## src/rtl/lcd_tg_pkg.sv

```systemverilog
package lcd_tg_pkg;

    localparam int TICK_W = 4;

    // last tick index and last high tick index for each divider ratio
    localparam logic [TICK_W-1:0] ODD_LAST       = 4'd10;
    localparam logic [TICK_W-1:0] ODD_HIGH_LAST  = 4'd4;
    localparam logic [TICK_W-1:0] EVEN_LAST      = 4'd11;
    localparam logic [TICK_W-1:0] EVEN_HIGH_LAST = 4'd5;

    typedef enum logic {
        DIV_ODD11  = 1'b0,
        DIV_EVEN12 = 1'b1
    } div_mode_e;

    typedef struct packed {
        logic [TICK_W-1:0] tick;
        logic              pclk;
    } div_state_t;

endpackage

```

## src/rtl/lcd_pclk_div.sv

```systemverilog
module lcd_pclk_div
    import lcd_tg_pkg::*;
#(
    parameter int STEP_PHASE = 1
) (
    input  logic clk,
    input  logic rst,
    input  logic div_even,
    output logic pclk,
    output logic step
);

    localparam logic [TICK_W-1:0] STEP_AT = TICK_W'(STEP_PHASE);

    div_state_t        st_d, st_q;
    div_mode_e         mode;
    logic [TICK_W-1:0] last_tick;
    logic [TICK_W-1:0] high_last;

    always_comb begin
        mode      = div_mode_e'(div_even);
        last_tick = (mode == DIV_EVEN12) ? EVEN_LAST : ODD_LAST;
        high_last = (mode == DIV_EVEN12) ? EVEN_HIGH_LAST : ODD_HIGH_LAST;
        st_d      = st_q;
        if (st_q.tick >= last_tick) begin
            st_d.tick = '0;
            st_d.pclk = 1'b1;
        end else begin
            st_d.tick = st_q.tick + 1'b1;
            if (st_q.tick == high_last) begin
                st_d.pclk = 1'b0;
            end
        end
    end

    always_ff @(posedge clk) begin
        if (rst) begin
            st_q <= '0;
        end else begin
            st_q <= st_d;
        end
    end

    assign pclk = st_q.pclk;
    assign step = (st_q.tick == STEP_AT);

endmodule

```

## src/rtl/lcd_axis_ctr.sv

```systemverilog
module lcd_axis_ctr #(
    parameter int TOTAL      = 525,
    parameter int ACTIVE     = 480,
    parameter int SYNC_FIRST = 482,
    parameter int SYNC_LAST  = 523,
    parameter int CW         = $clog2(TOTAL)
) (
    input  logic          clk,
    input  logic          rst,
    input  logic          adv,
    output logic [CW-1:0] cnt,
    output logic          active,
    output logic          sync_n
);

    localparam logic [CW-1:0] LAST_C  = CW'(TOTAL - 1);
    localparam logic [CW-1:0] ACT_C   = CW'(ACTIVE);
    localparam logic [CW-1:0] SFIRST_C = CW'(SYNC_FIRST);
    localparam logic [CW-1:0] SLAST_C  = CW'(SYNC_LAST);

    typedef struct packed {
        logic [CW-1:0] pos;
    } axis_state_t;

    axis_state_t ax_d, ax_q;

    always_comb begin
        ax_d = ax_q;
        if (adv) begin
            if (ax_q.pos >= LAST_C) begin
                ax_d.pos = '0;
            end else begin
                ax_d.pos = ax_q.pos + 1'b1;
            end
        end
    end

    always_ff @(posedge clk) begin
        if (rst) begin
            ax_q <= '0;
        end else begin
            ax_q <= ax_d;
        end
    end

    assign cnt    = ax_q.pos;
    assign active = (ax_q.pos < ACT_C);
    assign sync_n = !((ax_q.pos >= SFIRST_C) && (ax_q.pos <= SLAST_C));

endmodule

```

## src/rtl/lcd_pix_gate.sv

```systemverilog
module lcd_pix_gate #(
    parameter int COLOR_W = 6,
    parameter int NCH     = 3
) (
    input  logic                     de,
    input  logic [NCH*COLOR_W-1:0]   din,
    output logic [NCH*COLOR_W-1:0]   dout
);

    for (genvar c = 0; c < NCH; c++) begin : g_ch
        assign dout[c*COLOR_W +: COLOR_W] = de ? din[c*COLOR_W +: COLOR_W] : '0;
    end

endmodule

```

## src/rtl/lcd_timing_gen.sv

```systemverilog
module lcd_timing_gen #(
    parameter int H_TOTAL      = 525,
    parameter int H_ACTIVE     = 480,
    parameter int HS_FIRST     = 482,
    parameter int HS_LAST      = 523,
    parameter int ROW_STEP_COL = 499,
    parameter int V_TOTAL      = 286,
    parameter int V_ACTIVE     = 272,
    parameter int VS_FIRST     = 274,
    parameter int VS_LAST      = 283,
    parameter int STEP_PHASE   = 1,
    parameter int COLOR_W      = 6,
    parameter int COL_W        = $clog2(H_TOTAL),
    parameter int ROW_W        = $clog2(V_TOTAL)
) (
    input  logic               clk,
    input  logic               rst,
    input  logic               div_even,
    input  logic [COLOR_W-1:0] red_in,
    input  logic [COLOR_W-1:0] grn_in,
    input  logic [COLOR_W-1:0] blu_in,
    output logic               lcd_pclk,
    output logic               lcd_hsync_n,
    output logic               lcd_vsync_n,
    output logic               lcd_de,
    output logic [COL_W-1:0]   pix_col,
    output logic [ROW_W-1:0]   pix_row,
    output logic [COLOR_W-1:0] lcd_red,
    output logic [COLOR_W-1:0] lcd_grn,
    output logic [COLOR_W-1:0] lcd_blu
);

    localparam int NCH = 3;
    localparam logic [COL_W-1:0] ROW_STEP_C = COL_W'(ROW_STEP_COL);

    logic px_step;
    logic row_adv;
    logic h_act;
    logic v_act;
    logic [NCH*COLOR_W-1:0] pix_in;
    logic [NCH*COLOR_W-1:0] pix_out;

    lcd_pclk_div #(
        .STEP_PHASE(STEP_PHASE)
    ) u_div (
        .clk     (clk),
        .rst     (rst),
        .div_even(div_even),
        .pclk    (lcd_pclk),
        .step    (px_step)
    );

    lcd_axis_ctr #(
        .TOTAL     (H_TOTAL),
        .ACTIVE    (H_ACTIVE),
        .SYNC_FIRST(HS_FIRST),
        .SYNC_LAST (HS_LAST),
        .CW        (COL_W)
    ) u_hax (
        .clk   (clk),
        .rst   (rst),
        .adv   (px_step),
        .cnt   (pix_col),
        .active(h_act),
        .sync_n(lcd_hsync_n)
    );

    assign row_adv = px_step && (pix_col == ROW_STEP_C);

    lcd_axis_ctr #(
        .TOTAL     (V_TOTAL),
        .ACTIVE    (V_ACTIVE),
        .SYNC_FIRST(VS_FIRST),
        .SYNC_LAST (VS_LAST),
        .CW        (ROW_W)
    ) u_vax (
        .clk   (clk),
        .rst   (rst),
        .adv   (row_adv),
        .cnt   (pix_row),
        .active(v_act),
        .sync_n(lcd_vsync_n)
    );

    assign lcd_de = h_act & v_act;
    assign pix_in = {blu_in, grn_in, red_in};

    lcd_pix_gate #(
        .COLOR_W(COLOR_W),
        .NCH    (NCH)
    ) u_gate (
        .de  (lcd_de),
        .din (pix_in),
        .dout(pix_out)
    );

    assign lcd_red = pix_out[0*COLOR_W +: COLOR_W];
    assign lcd_grn = pix_out[1*COLOR_W +: COLOR_W];
    assign lcd_blu = pix_out[2*COLOR_W +: COLOR_W];

endmodule

```

## config.mk

```make
export PLATFORM = sky130hd
export DESIGN_NAME = lcd_timing_gen
export DESIGN_NICKNAME = d
export VERILOG_FILES = /design/src/rtl/lcd_tg_pkg.sv /design/src/rtl/lcd_pclk_div.sv /design/src/rtl/lcd_axis_ctr.sv /design/src/rtl/lcd_pix_gate.sv /design/src/rtl/lcd_timing_gen.sv
export SDC_FILE = /design/constraint.sdc
export NUM_CORES = 1
export LEC_CHECK = 0
export BUFFER_PORTS_ARGS = -buffer_cell sky130_fd_sc_hd__buf_2
export CORE_MARGIN = 3
export CORE_UTILIZATION = 47
export CTS_BUF_LIST = sky130_fd_sc_hd__clkbuf_8 sky130_fd_sc_hd__clkbuf_16
export DETAILED_ROUTE_END_ITERATION = 12
export GPL_TIMING_DRIVEN = 0
export PLACE_DENSITY = 0.88
export SLEW_MARGIN = 0
export SYNTH_ARGS = -nofsm -noshare
export SYNTH_HDL_FRONTEND = slang
export SYNTH_SLANG_ARGS = --single-unit
```

## constraint.sdc

```tcl
create_clock -name clk -period 2.6 [get_ports clk]
set_clock_uncertainty 0.2 [all_clocks]
set_input_delay 0.26 -clock clk [delete_from_list [all_inputs] [get_ports clk]]
set_output_delay 0.26 -clock clk [all_outputs]
set_load 0.05 [all_outputs]
```

==> metrics.md, run 1 <==
| Metric | Value |
|---|---|
| PwrDens | `470 nW/um^2` |
| Dominant synthesized flop cell | `dfxtp_1` |
| Port Buffers | `61` |
| Fmax | `409 MHz` |
| Leakage | `0.000781 uW` |
| 1st-pass router iterations | `4` |
| Crit path max fanout | `10` |
| Simple-gate share of the synthesized area | `0.338` |
| Largest net degree at the start of global routing | `15` |
| Mux cell area share after synthesis | `0.00713` |
| CTS Hold Bufs | `0` |
| RSZ-0062 raised after global routing | `false` |
| Sequential fraction of the synthesis area | `0.342` |
| Total GRT Usage | `0.179` |
| Placed insts | `262` |
| Starting Density | `0.500` |
| FF-to-FF Start | `u_hax.cnt[2]` |
| Hold_sp | `rst` |
| Final cell count without fillers | `265` |
| Yosys warns | `0` |
| Core area | `2810 sq um` |
| Worst Path Arrival | `1990 ps` |
| WL final | `3160 um` |
| Sink Count | `24` |
| Max-slew violation count | `0` |
| EDFF count, synth | `0` |
| Final setup fails | `0` |
| Crit-path cells | `nand4_1, and4b_2, clkbuf_2, and2_1, buf_2` |
| Compound-Gate Fraction of Synth Area | `0.109` |
| Area of the die | `3680 sq um` |
| Clk root buf | `clkbuf_8` |
| VDD IR-drop max | `0.348 mV` |
| RePlAce Congestion | `0.828` |
| Ant diodes | `0` |
| Leading area contributor after synthesis | `dfxtp_1` |
| Post-synthesis xor/xnor area fraction | `0.0873` |
| Die Y | `60.7 um` |
| Min cycle time layout | `2450 ps` |
| Async set or reset register ratio after synthesis | `0` |
| Critical Path RT | `2140 ps` |
| CTS clock-pin slew for the worst setup and hold paths | `90 ps` |
| Global-route wire length before repair | `5110 um` |
| Post-Syn Instances | `170` |
| Drt wl/cell | `11.9 um` |
| Htree depth | `1` |
| Syn avg cell area | `8.26 sq um` |
| Vias in the first global route | `1,127` |
| # Post-CTS Setup Buffers | `0` |
| # IOs | `62` |
| Combinational family with the most area after synthesis | `simple AND/OR/NAND/NOR gates` |
| CTS tree | `built` |
| Final critical-path share of the clock period | `0.941` |
| Synth cell types | `38` |
| Startpoint Class | `register` |
| Dpl hpwl | `2420 um` |
| WS Path Type | `reg2out` |
| Post-Route Setup TNS | `0 ps` |
| Vias | `1,395` |
| HP Class | `in2reg` |
| Worst skew pair latency | `270 ps` |
| Final net count | `264` |
| DRT iter0 DRCs | `54` |
| Worst setup startpoint | `u_hax.cnt[5]` |
| Ranking of synthesized cells by area | `dfxtp_1 34%, and2_1 8.5%, ha_1 7.1%` |
| Relative slew slack | `0.506` |
| Worst path slowest cell | `dfxtp_1` |
| Seq cells post-synth | `24` |
| Synth Cell Area | `1400 sq um` |
| Routed Antenna Nets | `0` |
| Synth Area in Adders | `0.0713` |
| Top cell type's share of synthesized area | `0.342` |
| Layout cells sized above 1 | `0.325` |
| Least-Margin Pin Slew | `731 ps` |
| Die Width | `60.7 um` |
| CTS Buf Count | `3` |
| Worst path max stage delay | `460 ps` |
| Synth Net Count | `199` |
| GRT overflow | `0` |
| Max-cap viol count | `0` |
| Initial antenna violation count | `0` |
| Layout area overhead | `30.2%` |
| Site Rows | `19` |
| Drt drc | `0` |
| Status | `finished clean` |
| Clk buf depth | `2` |
| Final hold vios | `0` |
| Worst Setup End Kind | `output port` |
| Mean number of vias per cell | `5.26` |
==> metal layers <==
layer | part of all wire | up-vias | GRT usage
met5 | 0 | - | 0
met4 | 0.0057 | 0 | 0.0464
met3 | 0.047 | 4 | 0.0404
met2 | 0.48 | 28 | 0.285
met1 | 0.46 | 642 | 0.245
li1 | - | 721 | -
==> registers in the layout (all words and copies together), names as in the netlist <==
| register | flops |
|---|---|
| u_hax.cnt | 10 |
| u_vax.cnt | 9 |
| u_div.st_q | 4 |
| u_div.pclk | 1 |
==> synthesized netlist by cell type, drive strengths merged (2+ instances only) <==
cell / count
and3: 2
clkbuf: 5
xor2: 6
o31ai: 3
nand4: 3
xnor2: 8
a21oi: 8
nand3: 10
nor2: 19
or3: 5
nor3: 2
or4: 2
ha: 8
nand2: 8
o21ai: 4
o21bai: 2
dfxtp: 24
inv: 10
and2: 19
nor4: 6
==> stage by stage <==
step | setup slack [ps] | utilization | hold WS [ps] | instance area [sq um] | power [uW]
2_1_floorplan | 9.39 | - | 139 | 1410 | 500
3_3_place_gp | 239 | 0.624 | 269 | 1750 | 536
3_5_place_dp | 210 | 0.624 | 271 | 1750 | 539
4_1_cts | 114 | 0.648 | 11.0 | 1820 | 869
5_1_grt | 52.0 | 0.652 | 24.8 | 1830 | 896
6_report | 154 | 0.652 | 11.6 | 1830 | 860
==> what timing repair did <==
item | CTS | global route
pin swaps | 0 | 1
setup endpoints to repair | 1 | 10
hold endpoints to repair | 0 | 0
gates resized for setup | 0 | 3
==> worst max-delay path, delay by kind of cell (launching register included) <==
family,cells,cell delay [ps]
buffers and inverters,2,370
and+or+nand+nor,3,880
DFF,1,460
==> cell families (layout without fill, tap and decap cells) <==
family | after synthesis | after routing
adder cells (fa/ha/maj) | 8 | 8
multiplexers | 1 | 1
XOR/XNOR | 14 | 14
AND/OR/NAND/NOR | 84 | 84
AO/OA/AOI/OAI | 23 | 23
buffers and inverters | 16 | 80
flip-flops | 24 | 24
==> placed cells by master, fill, tap and decap left out, types with 6 or more instances in the layout <==
cell type	instances
ha_1	8
inv_1	10
dfxtp_1	24
nand2_1	8
xor2_1	6
buf_2	61
and2_1	19
nand3_1	10
nor2_1	19
xnor2_1	8
nor4_1	6
a21oi_1	8
==> final cells by class <==
class                   count  area [sq um]
repair buffers             61           305
clock buffers               3          41.3
fillers                   267           977
flip-flops and latches     24           480
clock inverters             1          30.0
well taps                  31          38.8
multi-input cells         130           871
inverters                  10          37.5
plain buffers               5          23.8
==> where the power goes <==
part | internal, uW | switching, uW
combinational | 47.0 | 99.6
clock | 206 | 124
sequential | 375 | 8.36
total | 628 | 232
==> final timing paths <==
path         cells after the start           end  slack, ps
max                              5    lcd_red[4]        150
min reg2reg                      2    u_div.pclk        290
max reg2reg                      5  u_vax.cnt[4]        320
min                              2    u_div.pclk         10
No activity file was read; power rests on OpenSTA's default activity.
==> run 2: changes to the inputs <==
- CORE_MARGIN: 3 -> unset
- clock period: 2.6 -> 2.3 ns (I/O delays scaled with it)
==> metrics.md, run 2 (synthesis gave the netlist of run 1 again) <==
| Metric | Value |
|---|---|
| Max-slew violation count | `0` |
| Dpl hpwl | `2380 um` |
| Area of the die | `3210 sq um` |
| Post-Route Setup TNS | `0 ps` |
| Starting Density | `0.505` |
| PwrDens | `467 nW/um^2` |
| Worst Path Arrival | `2240 ps` |
| Critical Path RT | `2310 ps` |
| Sink Count | `24` |
| Total GRT Usage | `0.204` |
| Leakage | `0.000815 uW` |
| Mean number of vias per cell | `5.43` |
| CTS tree | `built` |
| Final net count | `269` |
| Layout area overhead | `37.5%` |
| VDD IR-drop max | `0.578 mV` |
| 1st-pass router iterations | `4` |
| DRT iter0 DRCs | `38` |
| Drt drc | `0` |
| Routed Antenna Nets | `0` |
| Max reg flops | `10` |
| Finished Cell Area | `1930 sq um` |
| Final critical-path share of the clock period | `0.969` |
| Vias in the first global route | `1,244` |
| Setup ws final | `71.5 ps` |
| Layout cells sized above 1 | `0.431` |
| Worst skew pair latency | `270 ps` |
| Commonest non-fill, non-tap cell in the layout | `buf_2` |
| Clk buf depth | `2` |
| Largest net degree at the start of global routing | `14` |
| RePlAce Congestion | `0.794` |
| Final hold vios | `0` |
| Startpoint Class | `register` |
| CTS Buf Count | `3` |
| Final setup fails | `0` |
| Core area | `2780 sq um` |
| Htree depth | `1` |
| Initial antenna violation count | `0` |
| Final cell count without fillers | `270` |
| Vias | `1,466` |
| WL final | `3520 um` |
| Clk root buf | `clkbuf_8` |
| Fmax | `449 MHz` |
| Ant diodes | `0` |
| Status | `finished clean` |
| # IOs | `62` |
| Crit path max fanout | `10` |
| Die Y | `56.7 um` |
| CTS clock-pin slew for the worst setup and hold paths | `90 ps` |
| Worst Setup End Kind | `register` |
| Site Rows | `19` |
| Global-route wire length before repair | `5260 um` |
| Placed insts | `262` |
| Least-Margin Pin Slew | `789 ps` |
| Relative slew slack | `0.467` |
| Commonest cells after routing, fill and taps aside | `54 x buf_2, 19 x nor2_1, 12 x dfxtp_1` |
| Placed cell areas | `1780 sq um` |
| HP Class | `reg2reg` |
| GRT overflow | `0` |
| Max-cap viol count | `0` |
| Min cycle time layout | `2230 ps` |
| Pre-CTS WS | `-190 ps` |
| Die Width | `56.7 um` |
| Port Buffers | `61` |
| Drt wl/cell | `13.0 um` |
| Fill cells | `245` |
| WS Path Type | `reg2reg` |
==> run 2: path summary, 6_finish.rpt <==
check	endpoint	from	cells after the start	slack (ps)
hold reg to reg	u_div.st_q[1]	u_div.st_q[1]	1	270
setup / recovery	u_vax.cnt[7]	u_hax.cnt[2]	5	70
hold / removal	u_div.st_q[1]	u_div.st_q[1]	1	270
setup reg to reg	u_vax.cnt[7]	u_hax.cnt[2]	5	70
==> run 2: routing by layer <==
| metal | up-vias | wire length, um | GRT usage |
|---|---|---|---|
| li1 | 728 | - | - |
| met1 | 687 | 1450 | 0.233 |
| met2 | 47 | 1840 | 0.387 |
| met3 | 4 | 198 | 0.0392 |
| met4 | 0 | 27 | 0.0418 |
| met5 | - | 0 | 0 |
==> run 2: final cells by class <==
cell class / count / area (sq um) / share of cell area
inverter: 10 / 37.5 / 0.0194
multi-input combinational: 130 / 908 / 0.471
buffer: 4 / 22.5 / 0.0117
clock buffer: 4 / 55.1 / 0.0285
timing repair buffer: 67 / 370 / 0.192
sequential: 24 / 498 / 0.258
tap: 31 / 38.8 / 0.0201
==> run 2: power breakdown <==
group | switching (uW) | internal, uW | leakage [uW]
Sequential | 9.84 | 424 | 0.000200
Combinational | 117 | 62.4 | 0.000586
Clock | 135 | 153 | 0.0000288
==> run 2: metrics by stage <==
step / total power (uW) / util / hold WS [ps]
floorplan: 568 / - / 109
global placement: 609 / 0.638 / 267
detailed placement: 615 / 0.638 / 270
CTS: 899 / 0.667 / 265
global route: 935 / 0.694 / 290
finish: 902 / 0.694 / 267
==> run 2: critical path, cell delays in order, from the launching register on <==
cell and delay [ps]:
dfxtp_4 380, or4b_4 570, or3_4 350, buf_4 180, or3_1 360, a21oi_2 140
==> run 2: repair_timing <==
action	4_1_cts	5_1_grt
pin swaps	1	1
hold buffers	1	0
hold endpoints to repair	1	0
endpoints found under the setup margin	29	24
setup buffers	1	4
resized for setup	4	13
